===== src/rtl/prio_arb_pkg.sv =====
package prio_arb_pkg;
    // Register port geometry.
    localparam int REG_DW  = 32;
    localparam int LANE_W  = 8;
    localparam int LANES   = REG_DW / LANE_W;
    localparam int MAX_IRQ = 2 * REG_DW;

    // Word offsets of the register banks; each bit bank spans two words.
    localparam int OFS_EN_SET = 0;
    localparam int OFS_EN_CLR = 2;
    localparam int OFS_PEND   = 4;
    localparam int OFS_PRIO   = 8;
endpackage


===== src/rtl/prio_arb_regs.sv =====
module prio_arb_regs
    import prio_arb_pkg::*;
#(
    parameter int NUM_IRQ   = 53,
    parameter int PRIO_BITS = 3,
    parameter int ADDR_W    = 5
) (
    input  logic                               clk,
    input  logic                               rst_n,
    input  logic                               reg_wr,
    input  logic [ADDR_W-1:0]                  reg_addr,
    input  logic [REG_DW-1:0]                  reg_wdata,
    input  logic [LANES-1:0]                   reg_be,
    input  logic [NUM_IRQ-1:0]                 pend_i,
    output logic [REG_DW-1:0]                  reg_rdata,
    output logic [NUM_IRQ-1:0]                 en_o,
    output logic [NUM_IRQ-1:0][PRIO_BITS-1:0]  prio_o
);
    localparam int PRIO_WORDS = (NUM_IRQ + LANES - 1) / LANES;
    localparam int PRIO_LSB   = LANE_W - PRIO_BITS;

    typedef struct packed {
        logic [NUM_IRQ-1:0]                en;
        logic [NUM_IRQ-1:0][PRIO_BITS-1:0] prio;
    } regs_t;

    regs_t r_d, r_q;

    logic              sel_half;
    logic              hit_set, hit_clr, hit_pend, hit_prio;
    logic [ADDR_W-1:0] prio_word;

    // Address decode shared by the write and read paths.
    always_comb begin
        sel_half  = reg_addr[0];
        hit_set   = reg_addr[ADDR_W-1:1] == (ADDR_W-1)'(OFS_EN_SET / 2);
        hit_clr   = reg_addr[ADDR_W-1:1] == (ADDR_W-1)'(OFS_EN_CLR / 2);
        hit_pend  = reg_addr[ADDR_W-1:1] == (ADDR_W-1)'(OFS_PEND / 2);
        hit_prio  = (reg_addr >= ADDR_W'(OFS_PRIO)) &&
                    (reg_addr <  ADDR_W'(OFS_PRIO + PRIO_WORDS));
        prio_word = reg_addr - ADDR_W'(OFS_PRIO);
    end

    // Next state: write-one-to-set and write-one-to-clear enables, byte-lane priorities.
    always_comb begin
        r_d = r_q;
        for (int i = 0; i < NUM_IRQ; i++) begin
            if (reg_wr && (i / REG_DW == int'(sel_half)) && reg_wdata[i % REG_DW]) begin
                if (hit_set) r_d.en[i] = 1'b1;
                if (hit_clr) r_d.en[i] = 1'b0;
            end
            if (reg_wr && hit_prio && (i / LANES == int'(prio_word)) && reg_be[i % LANES]) begin
                r_d.prio[i] = reg_wdata[(i % LANES) * LANE_W + PRIO_LSB +: PRIO_BITS];
            end
        end
    end

    always_ff @(posedge clk or negedge rst_n) begin
        if (!rst_n) r_q <= '0;
        else        r_q <= r_d;
    end

    // Combinational read mux.
    always_comb begin
        reg_rdata = '0;
        for (int i = 0; i < NUM_IRQ; i++) begin
            if ((hit_set || hit_clr) && (i / REG_DW == int'(sel_half)))
                reg_rdata[i % REG_DW] = r_q.en[i];
            if (hit_pend && (i / REG_DW == int'(sel_half)))
                reg_rdata[i % REG_DW] = pend_i[i];
            if (hit_prio && (i / LANES == int'(prio_word)))
                reg_rdata[(i % LANES) * LANE_W + PRIO_LSB +: PRIO_BITS] = r_q.prio[i];
        end
    end

    assign en_o   = r_q.en;
    assign prio_o = r_q.prio;
endmodule


===== src/rtl/prio_arb_state.sv =====
module prio_arb_state #(
    parameter int NUM_IRQ = 53,
    parameter int ID_W    = 6
) (
    input  logic               clk,
    input  logic               rst_n,
    input  logic [NUM_IRQ-1:0] req_i,
    input  logic               take_i,
    input  logic [ID_W-1:0]    take_id_i,
    input  logic               done_i,
    input  logic [ID_W-1:0]    done_id_i,
    output logic [NUM_IRQ-1:0] pend_o,
    output logic [NUM_IRQ-1:0] act_o
);
    typedef struct packed {
        logic [NUM_IRQ-1:0] pend;
        logic [NUM_IRQ-1:0] act;
    } state_t;

    state_t s_d, s_q;

    // A request latches into pending unless its line is in service.
    // Taking a line moves it from pending to active in one edge.
    always_comb begin
        s_d = s_q;
        for (int i = 0; i < NUM_IRQ; i++) begin
            logic take_me;
            logic done_me;
            take_me = take_i && (take_id_i == ID_W'(i));
            done_me = done_i && (done_id_i == ID_W'(i));
            s_d.pend[i] = (s_q.pend[i] | (req_i[i] & ~s_q.act[i])) & ~take_me;
            s_d.act[i]  = take_me | (s_q.act[i] & ~done_me);
        end
    end

    always_ff @(posedge clk or negedge rst_n) begin
        if (!rst_n) s_q <= '0;
        else        s_q <= s_d;
    end

    assign pend_o = s_q.pend;
    assign act_o  = s_q.act;
endmodule


===== src/rtl/prio_arb_pick.sv =====
module prio_arb_pick #(
    parameter int NUM_IRQ   = 53,
    parameter int PRIO_BITS = 3,
    parameter int ID_W      = 6
) (
    input  logic [NUM_IRQ-1:0]                 cand_i,
    input  logic [NUM_IRQ-1:0][PRIO_BITS-1:0]  prio_i,
    output logic                               found_o,
    output logic [ID_W-1:0]                    id_o,
    output logic [PRIO_BITS-1:0]               lvl_o
);
    // Ascending scan; a strict compare keeps the lower number on equal levels.
    always_comb begin
        found_o = 1'b0;
        id_o    = '0;
        lvl_o   = '1;
        for (int i = 0; i < NUM_IRQ; i++) begin
            if (cand_i[i] && (!found_o || (prio_i[i] < lvl_o))) begin
                found_o = 1'b1;
                id_o    = ID_W'(i);
                lvl_o   = prio_i[i];
            end
        end
    end
endmodule


===== src/rtl/prio_arb_ceiling.sv =====
module prio_arb_ceiling #(
    parameter int NUM_IRQ   = 53,
    parameter int PRIO_BITS = 3
) (
    input  logic [NUM_IRQ-1:0]                 act_i,
    input  logic [NUM_IRQ-1:0][PRIO_BITS-1:0]  prio_i,
    output logic                               any_o,
    output logic [PRIO_BITS-1:0]               lvl_o
);
    // Most urgent level among lines in service.
    always_comb begin
        any_o = |act_i;
        lvl_o = '1;
        for (int i = 0; i < NUM_IRQ; i++) begin
            if (act_i[i] && (prio_i[i] < lvl_o)) lvl_o = prio_i[i];
        end
    end
endmodule


===== src/rtl/prio_irq_arbiter.sv =====
module prio_irq_arbiter
    import prio_arb_pkg::*;
#(
    parameter int NUM_IRQ   = 53,
    parameter int PRIO_BITS = 3,
    parameter int ADDR_W    = 5,
    localparam int ID_W     = $clog2(NUM_IRQ)
) (
    input  logic                clk,
    input  logic                rst_n,
    input  logic [NUM_IRQ-1:0]  irq_req,
    input  logic                reg_wr,
    input  logic [ADDR_W-1:0]   reg_addr,
    input  logic [REG_DW-1:0]   reg_wdata,
    input  logic [LANES-1:0]    reg_be,
    output logic [REG_DW-1:0]   reg_rdata,
    output logic                irq_valid,
    output logic [ID_W-1:0]     irq_id,
    input  logic                irq_ack,
    input  logic                cpl_valid,
    input  logic [ID_W-1:0]     cpl_id
);
    logic [NUM_IRQ-1:0]                en_vec;
    logic [NUM_IRQ-1:0]                pend_vec;
    logic [NUM_IRQ-1:0]                act_vec;
    logic [NUM_IRQ-1:0][PRIO_BITS-1:0] prio_vec;

    logic                 win_found;
    logic [ID_W-1:0]      win_id;
    logic [PRIO_BITS-1:0] win_lvl;
    logic                 ceil_any;
    logic [PRIO_BITS-1:0] ceil_lvl;
    logic                 take;

    prio_arb_regs #(
        .NUM_IRQ(NUM_IRQ), .PRIO_BITS(PRIO_BITS), .ADDR_W(ADDR_W)
    ) u_regs (
        .clk(clk), .rst_n(rst_n),
        .reg_wr(reg_wr), .reg_addr(reg_addr), .reg_wdata(reg_wdata), .reg_be(reg_be),
        .pend_i(pend_vec), .reg_rdata(reg_rdata),
        .en_o(en_vec), .prio_o(prio_vec)
    );

    prio_arb_state #(
        .NUM_IRQ(NUM_IRQ), .ID_W(ID_W)
    ) u_state (
        .clk(clk), .rst_n(rst_n), .req_i(irq_req),
        .take_i(take), .take_id_i(irq_id),
        .done_i(cpl_valid), .done_id_i(cpl_id),
        .pend_o(pend_vec), .act_o(act_vec)
    );

    prio_arb_pick #(
        .NUM_IRQ(NUM_IRQ), .PRIO_BITS(PRIO_BITS), .ID_W(ID_W)
    ) u_pick (
        .cand_i(pend_vec & en_vec), .prio_i(prio_vec),
        .found_o(win_found), .id_o(win_id), .lvl_o(win_lvl)
    );

    prio_arb_ceiling #(
        .NUM_IRQ(NUM_IRQ), .PRIO_BITS(PRIO_BITS)
    ) u_ceiling (
        .act_i(act_vec), .prio_i(prio_vec),
        .any_o(ceil_any), .lvl_o(ceil_lvl)
    );

    // Offer only a candidate strictly more urgent than everything in service.
    assign irq_valid = win_found && (!ceil_any || (win_lvl < ceil_lvl));
    assign irq_id    = win_id;
    assign take      = irq_ack && irq_valid;
endmodule


===== config.mk =====
export PLATFORM = sky130hd
export DESIGN_NAME = prio_irq_arbiter
export DESIGN_NICKNAME = d
export VERILOG_FILES = /design/src/rtl/prio_arb_pkg.sv /design/src/rtl/prio_arb_regs.sv /design/src/rtl/prio_arb_state.sv /design/src/rtl/prio_arb_pick.sv /design/src/rtl/prio_arb_ceiling.sv /design/src/rtl/prio_irq_arbiter.sv
export SDC_FILE = /design/constraint.sdc
export NUM_CORES = 1
export LEC_CHECK = 0
export BUFFER_PORTS_ARGS = -buffer_cell sky130_fd_sc_hd__buf_2
export CORE_AREA = 2 2 300 213
export DETAILED_ROUTE_END_ITERATION = 6
export DIE_AREA = 0 0 302 215
export HOLD_SLACK_MARGIN = 0.03
export PLACE_DENSITY = 0.66
export SLEW_MARGIN = 20
export SYNTH_ARGS = -nofsm -noshare
export SYNTH_HDL_FRONTEND = slang
export SYNTH_SLANG_ARGS = --single-unit

===== constraint.sdc =====
create_clock -name clk -period 94.6 [get_ports clk]
set_input_delay 9.46 -clock clk [delete_from_list [all_inputs] [get_ports clk]]
set_output_delay 9.46 -clock clk [all_outputs]
set_load 0.05 [all_outputs]

==> results of run 1 <==
==> metrics by stage <==
| stage | instance area, um^2 | utilization (%) |
|---|---|---|
| finish | 32900 | 52.7 |
| global route | 32900 | 52.7 |
| CTS | 32900 | 52.7 |
| detailed placement | 31500 | 50.5 |
| global placement | 31500 | 50.5 |
| floorplan | 30200 | - |
==> how the worst min path moves through the flow <==
stage / startpoint / endpoint / slack, ps / cells after the start
final: u_regs.en_o[3] / u_regs.en_o[3] / 520 / 2
after detailed placement: u_state.act_o[21] / u_state.act_o[21] / 490 / 2
after global routing: u_regs.en_o[49] / u_regs.en_o[49] / 560 / 2
after CTS: u_regs.en_o[3] / u_regs.en_o[3] / 520 / 2
after global placement: u_regs.en_o[40] / u_regs.en_o[40] / 490 / 2
after floorplan: u_regs.en_o[10] / u_regs.en_o[10] / 460 / 2
==> cells by family (layout without fill, tap and decap cells) <==
logic type / count (synthesis) / count (layout) / synth area share (%)
muxes: 217 / 217 / 8.03
DFF: 318 / 318 / 26.3
buffers and inverters: 357 / 464 / 5.13
AOI/OAI and AO/OA: 1422 / 1422 / 31.4
other: 0 / 8 / 0
and+or+nand+nor: 1359 / 1359 / 21.7
adders and majority gates: 182 / 182 / 7.39
==> state kept, by name (all words and copies together) (netlist names) <==
| name | count |
|---|---|
| u_regs.en_o | 53 |
| u_state.pend_o | 53 |
| u_regs.prio_o | 159 |
| u_state.act_o | 53 |
==> worst reg2reg max path: cells and delay by family (launching register included) <==
| family | cells | cell delay (ps) |
|---|---|---|
| compound gates | 129 | 29110 |
| simple gates | 115 | 18180 |
| fa+ha+maj | 53 | 12770 |
| mux | 29 | 8270 |
| buf+inv | 40 | 2670 |
| flops | 1 | 470 |
==> final cells by class <==
cell class	count	area, um^2	area share [%]
repair buffers	159	850	2.58
inverters	235	882	2.68
clock buffers	47	1030	3.15
flip-flops and latches	318	7960	24.2
diodes	8	20.0	0.0609
well taps	829	1040	3.15
multi-input cells	3180	20700	63.1
clock inverters	23	359	1.09
==> routing by layer <==
layer / up-vias / GRT usage, %
met5: - / 0
met3: 287 / 11.2
li1: 14500 / -
met1: 15400 / 58.3
met2: 2235 / 48.4
met4: 6 / 13.4
==> placed cells by master (no fill, tap or decap), types with 23 or more instances in the layout <==
cell type and n:
ha_1 165, a21oi_1 292, buf_2 142, a211oi_1 36, nor2_1 295, nand2b_1 73, nand2_1 493, o21a_1 50
mux2_2 159, and2_1 51, o21ai_1 34, o211ai_1 44, nor3_1 43, clkbuf_16 38, inv_1 233, nand3_1 138
o31ai_1 43, dfrtp_1 318, o21ai_0 400, nand4_1 29, a21o_2 23, a21o_1 60, a22oi_1 23, mux2i_1 52
nor2b_1 45, a31oi_1 91
==> results.md, run 1 <==
- Result of the run: completed
- I/O pin cnt: 144
- Actual slew at the worst max-slew pin: 1190 ps
- Worst EP required: 85,140 ps
- Final WS setup: 13,870 ps
- EDFF count, synth: 0
- DRC Markers: 0
- Setup Buffers After CTS: 0
- Top FF cell, synth: dfrtp_1
- Final hold violations: 0
- Critical path destination: irq_valid
- Antenna-violating nets left: 0
- Post-Syn Nets: 4,125
- CP startpoint kind: register
- Metal-1 WL: 55,600 um
- Fin nets: 4,202
- Total track usage: 37.8%
- Fillers: 5,929
- First-pass GRT wire length: 185,000 um
- Most frequent CP cell: ha_1
- Mapped Area: 30,200 um^2
- Register area share after synthesis: 26.3%
- Final Non-Filler Cells: 4,799
- CP arrival: 71,270 ps
- Die W: 302 um
- Worst R2R Path Depth: 366
- Final hold slack: 517 ps
- Post-synthesis async set-or-reset flop share: 100%
- GPL Wtd Cong: 1.03
- Largest area contributor in the synthesized netlist: dfrtp_1
- Via count: 32,400
- Worst skew pair latency: 610 ps
- Dpl hpwl: 97,300 um
- Die area: 64,900 um^2
- Max Freq: 12.4 MHz
- Crit path launch: u_state.pend_o[0]
- Rows: 77
- Mapped Avg Cell Area: 7.84 um^2
- Port Buffer Count: 143
- Synth Instances: 3,855
- Reg2Reg Launch Point: u_state.pend_o[0]
- Post-CTS Hold Fix Bufs: 0
- Router iterations before antenna repair: 7
- Crit path max fanout: 10
- Reg2reg setup slack: 22,910 ps
- Fin crit period: 80,730 ps
- Remaining global-route overflow: 0
- Initial antenna violation count: 12
- Wirelength per Cell: 26.3 um
- Kind of critical path: reg -> out
- Uppermost layer routed: met5
- Clock Tree Buf Depth: 3
- Placed Instances: 4,721
- Yosys reg bits: 318
- Starting density of the core: 48.5%
- Vias in the first global route: 28,500
- Layout area overhead: 8.76%
- Ratio of cells with drive above 1 in the final layout: 14.9%
- Setup slack at placement: 16,050 ps
- Max stage delay cell, worst path: a211oi_1
- Synth unique cells: 145
- Vias per cell: 6.76
- Core Region: 62,300 um^2
- Critical Path Stages: 365
- Clk sinks: 318
- Die height: 215 um
- Largest net degree at the start of global routing: 110
- CTS Root Cell: clkbuf_16
- Max Slew Vio Count: 0
- CTS tree: built
- WL met2: 47,200 um
- Cell family with most CP delay: compound AO/OA/AOI/OAI gates
- First-iteration detailed-routing DRC count: 4,926
- Top post-synthesis cells by area: dfrtp_1 (26%), ha_1 (6.8%), o21ai_0 (6.6%)
- H-tree level count: 2
- RSZ-0062 raised after global routing: no
- Post-CTS resize count: 0
- CP Capture Type: output port
- Commonest cells post-synth: nand2_1 (493), o21ai_0 (400), dfrtp_1 (318)
- Inserted Clock Buffers: 38
- Synth warn: 0
- Worst reg2reg endpoint: u_state.pend_o[35]
- Buf/Inv on CP: 41
- Setup TNS: 0 ps
- Post-synth top area share: 26.3%
- Max stage delay on crit path: 600 ps
- Met3 Wirelength: 18,500 um
- WL final: 126,000 um
- Worst Skew: 38.4 ps
- HP Class: reg -> reg
- Clock transition at the registers of the reported paths: 70 ps
- Top-count cell post-synth: nand2_1
- Setup Viol. Count Final: 0
- Max_cap viols: 0
- Relative slew slack: 20.2%
- Final Cycle Share: 85.3%
Power of run 1 is not shown: default switching activity piles up to over one toggle a cycle in this logic, so the estimate is an artifact.
==> run 2: changes to the inputs <==
CORE_AREA = 2 2 252 254   (was 2 2 300 213)
DIE_AREA = 0 0 254 256   (was 0 0 302 215)
PLACE_DENSITY = 0.65   (was 0.66)
==> results.md, run 2 (synthesized netlist as in run 1, its figures left out) <==
- Result of the run: finished with violations
- Failing checks: DRC
- Die height: 256 um (+19%)
- Port Buffer Count: 143 (unchanged)
- Max FFs per register: 159 (unchanged)
- Setup Buffers After CTS: 0 (unchanged)
- Setup TNS: 0 ps (unchanged)
- HP Class: reg -> reg
- Setup Viol. Count Final: 0 (unchanged)
- CP Capture Type: output port
- Max Slew Vio Count: 0 (unchanged)
- GPL Wtd Cong: 1.02 (-0.86%)
- Metal-1 WL: 50,700 um (-8.9%)
- Initial antenna violation count: 13 (+1)
- Post-CTS Hold Fix Bufs: 0 (unchanged)
- Kind of critical path: reg -> out
- First-iteration detailed-routing DRC count: 3,825 (-22%)
- Via count: 31,900 (-1.7%)
- Commonest cells after routing, fill and taps aside: nand2_1 (493), o21ai_0 (400), dfrtp_1 (318), nor2_1 (295), a21oi_1 (292)
- CTS tree: built
- Worst Skew: 21.9 ps (-16.4 ps)
- CP arrival: 70,410 ps (-860 ps)
- Core Region: 62,400 um^2 (about the same)
- Remaining global-route overflow: 0 (unchanged)
- Reg2reg setup slack: 23,730 ps (+820 ps)
- Fillers: 6,082 (+2.6%)
- DRC Markers: 3 (+3)
- Crit path max fanout: 10 (unchanged)
- Total track usage: 36.8% (-0.95 points)
- Worst skew pair latency: 600 ps (about the same)
- Antenna-violating nets left: 0 (unchanged)
- WL met2: 50,400 um (+6.6%)
- First-pass GRT wire length: 183,000 um (-1.4%)
- Actual slew at the worst max-slew pin: 1210 ps (+16.1 ps)
- Inserted Clock Buffers: 41 (+7.9%)
- Clock Tree Buf Depth: 3 (unchanged)
- Clk sinks: 318 (unchanged)
- Met3 Wirelength: 13,900 um (-25%)
- Starting density of the core: 48.4% (about the same)
- Dpl hpwl: 93,400 um (-3.9%)
- Max stage delay on crit path: 600 ps (about the same)
- Worst EP required: 85,140 ps (about the same)
- H-tree level count: 2 (unchanged)
- Rows: 92 (+19%)
- Clock transition at the registers of the reported paths: 60 ps (about the same)
- Max Freq: 12.5 MHz (+1.1%)
- CTS Root Cell: clkbuf_16
- CP startpoint kind: register
- Vias per cell: 6.63 (-2.0%)
- Wirelength per Cell: 25.4 um (-3.3%)
- I/O pin cnt: 144 (unchanged)
- WL final: 122,000 um (-3.0%)
- Relative slew slack: 18.7% (-1.5 points)
- Fin nets: 4,203 (+0.024%)
- Ratio of cells with drive above 1 in the final layout: 14.9% (-0.033 points)
- Post-CTS resize count: 0 (unchanged)
- Max_cap viols: 0 (unchanged)
- Vias in the first global route: 29,000 (+1.6%)
- Die area: 65,000 um^2 (+0.14%)
- Fin crit period: 79,870 ps (-863 ps)
- Most frequent CP cell: ha_1
- Die W: 254 um (-16%)
- Router iterations before antenna repair: 7 (unchanged)
- Final Cycle Share: 84.4% (-0.91 points)
- Layout area overhead: 8.99%
- Max stage delay cell, worst path: a211oi_1
- Uppermost layer routed: met5
- RSZ-0062 raised after global routing: no
- Final hold violations: 0 (unchanged)
- Commonest non-fill, non-tap cell in the layout: nand2_1
- Largest net degree at the start of global routing: 160 (+45%)
run 2: changes by cell type in the layout (fill, tap and decap cells not counted), sizes merged:
cell,previous run,this run
clkinv,7,10
diode,8,4
clkinvlp,7,1
clkbuf,47,54
buf,159,157
run 2: critical path, delay by kind of cell, from the launching register on:
kind	cells	cell delay [ps]
flops	1	480
compound gates	131	29020
fa+ha+maj	53	12870
buf+inv	42	2890
mux	29	8130
simple gates	109	16250
run 2: layer usage:
metal / global-route usage [%] / vias to the layer above
li1: - / 14500
met1: 51.3 / 15200
met2: 52.8 / 1817
met3: 9.07 / 385
met4: 18.0 / 16
met5: 0 / -
run 2: area by class of cell:
class,instances,area (um^2),share of cell area (%)
multi-input cells,3180,20700,62.9
flip-flops and latches,318,7960,24.2
clock buffers,54,1150,3.48
well taps,846,1060,3.21
inverters,235,882,2.68
repair buffers,157,843,2.56
clock inverters,20,312,0.946
diodes,4,10.0,0.0304
run 2: through the flow:
step / worst slack (ps) / hold slack, ps / instance area, um^2 / util (%) / std cells
3_5_place_dp: 16620 / 491 / 31500 / 50.5 / 4736
3_3_place_gp: 18340 / 478 / 31500 / 50.5 / 4736
5_1_grt: 8360 / 523 / 32900 / 52.8 / 4811
2_1_floorplan: 23980 / 464 / 30200 / - / 3855
4_1_cts: 15690 / 503 / 32900 / 52.8 / 4810
6_report: 14730 / 503 / 32900 / 52.8 / 4814
run 2: final timing paths:
kind | depth (start not counted) | startpoint | end
min in group asynchronous | 1 | rst_n | u_regs.prio_o[155]
worst min-delay path | 2 | u_regs.en_o[3] | u_regs.en_o[3]
worst max-delay path | 364 | u_state.pend_o[0] | irq_valid
worst max register to register | 365 | u_state.pend_o[0] | u_state.pend_o[15]
max in group asynchronous | 3 | rst_n | u_regs.prio_o[79]
worst min register to register | 2 | u_regs.en_o[3] | u_regs.en_o[3]
Power of run 2 is left out for the same reason.
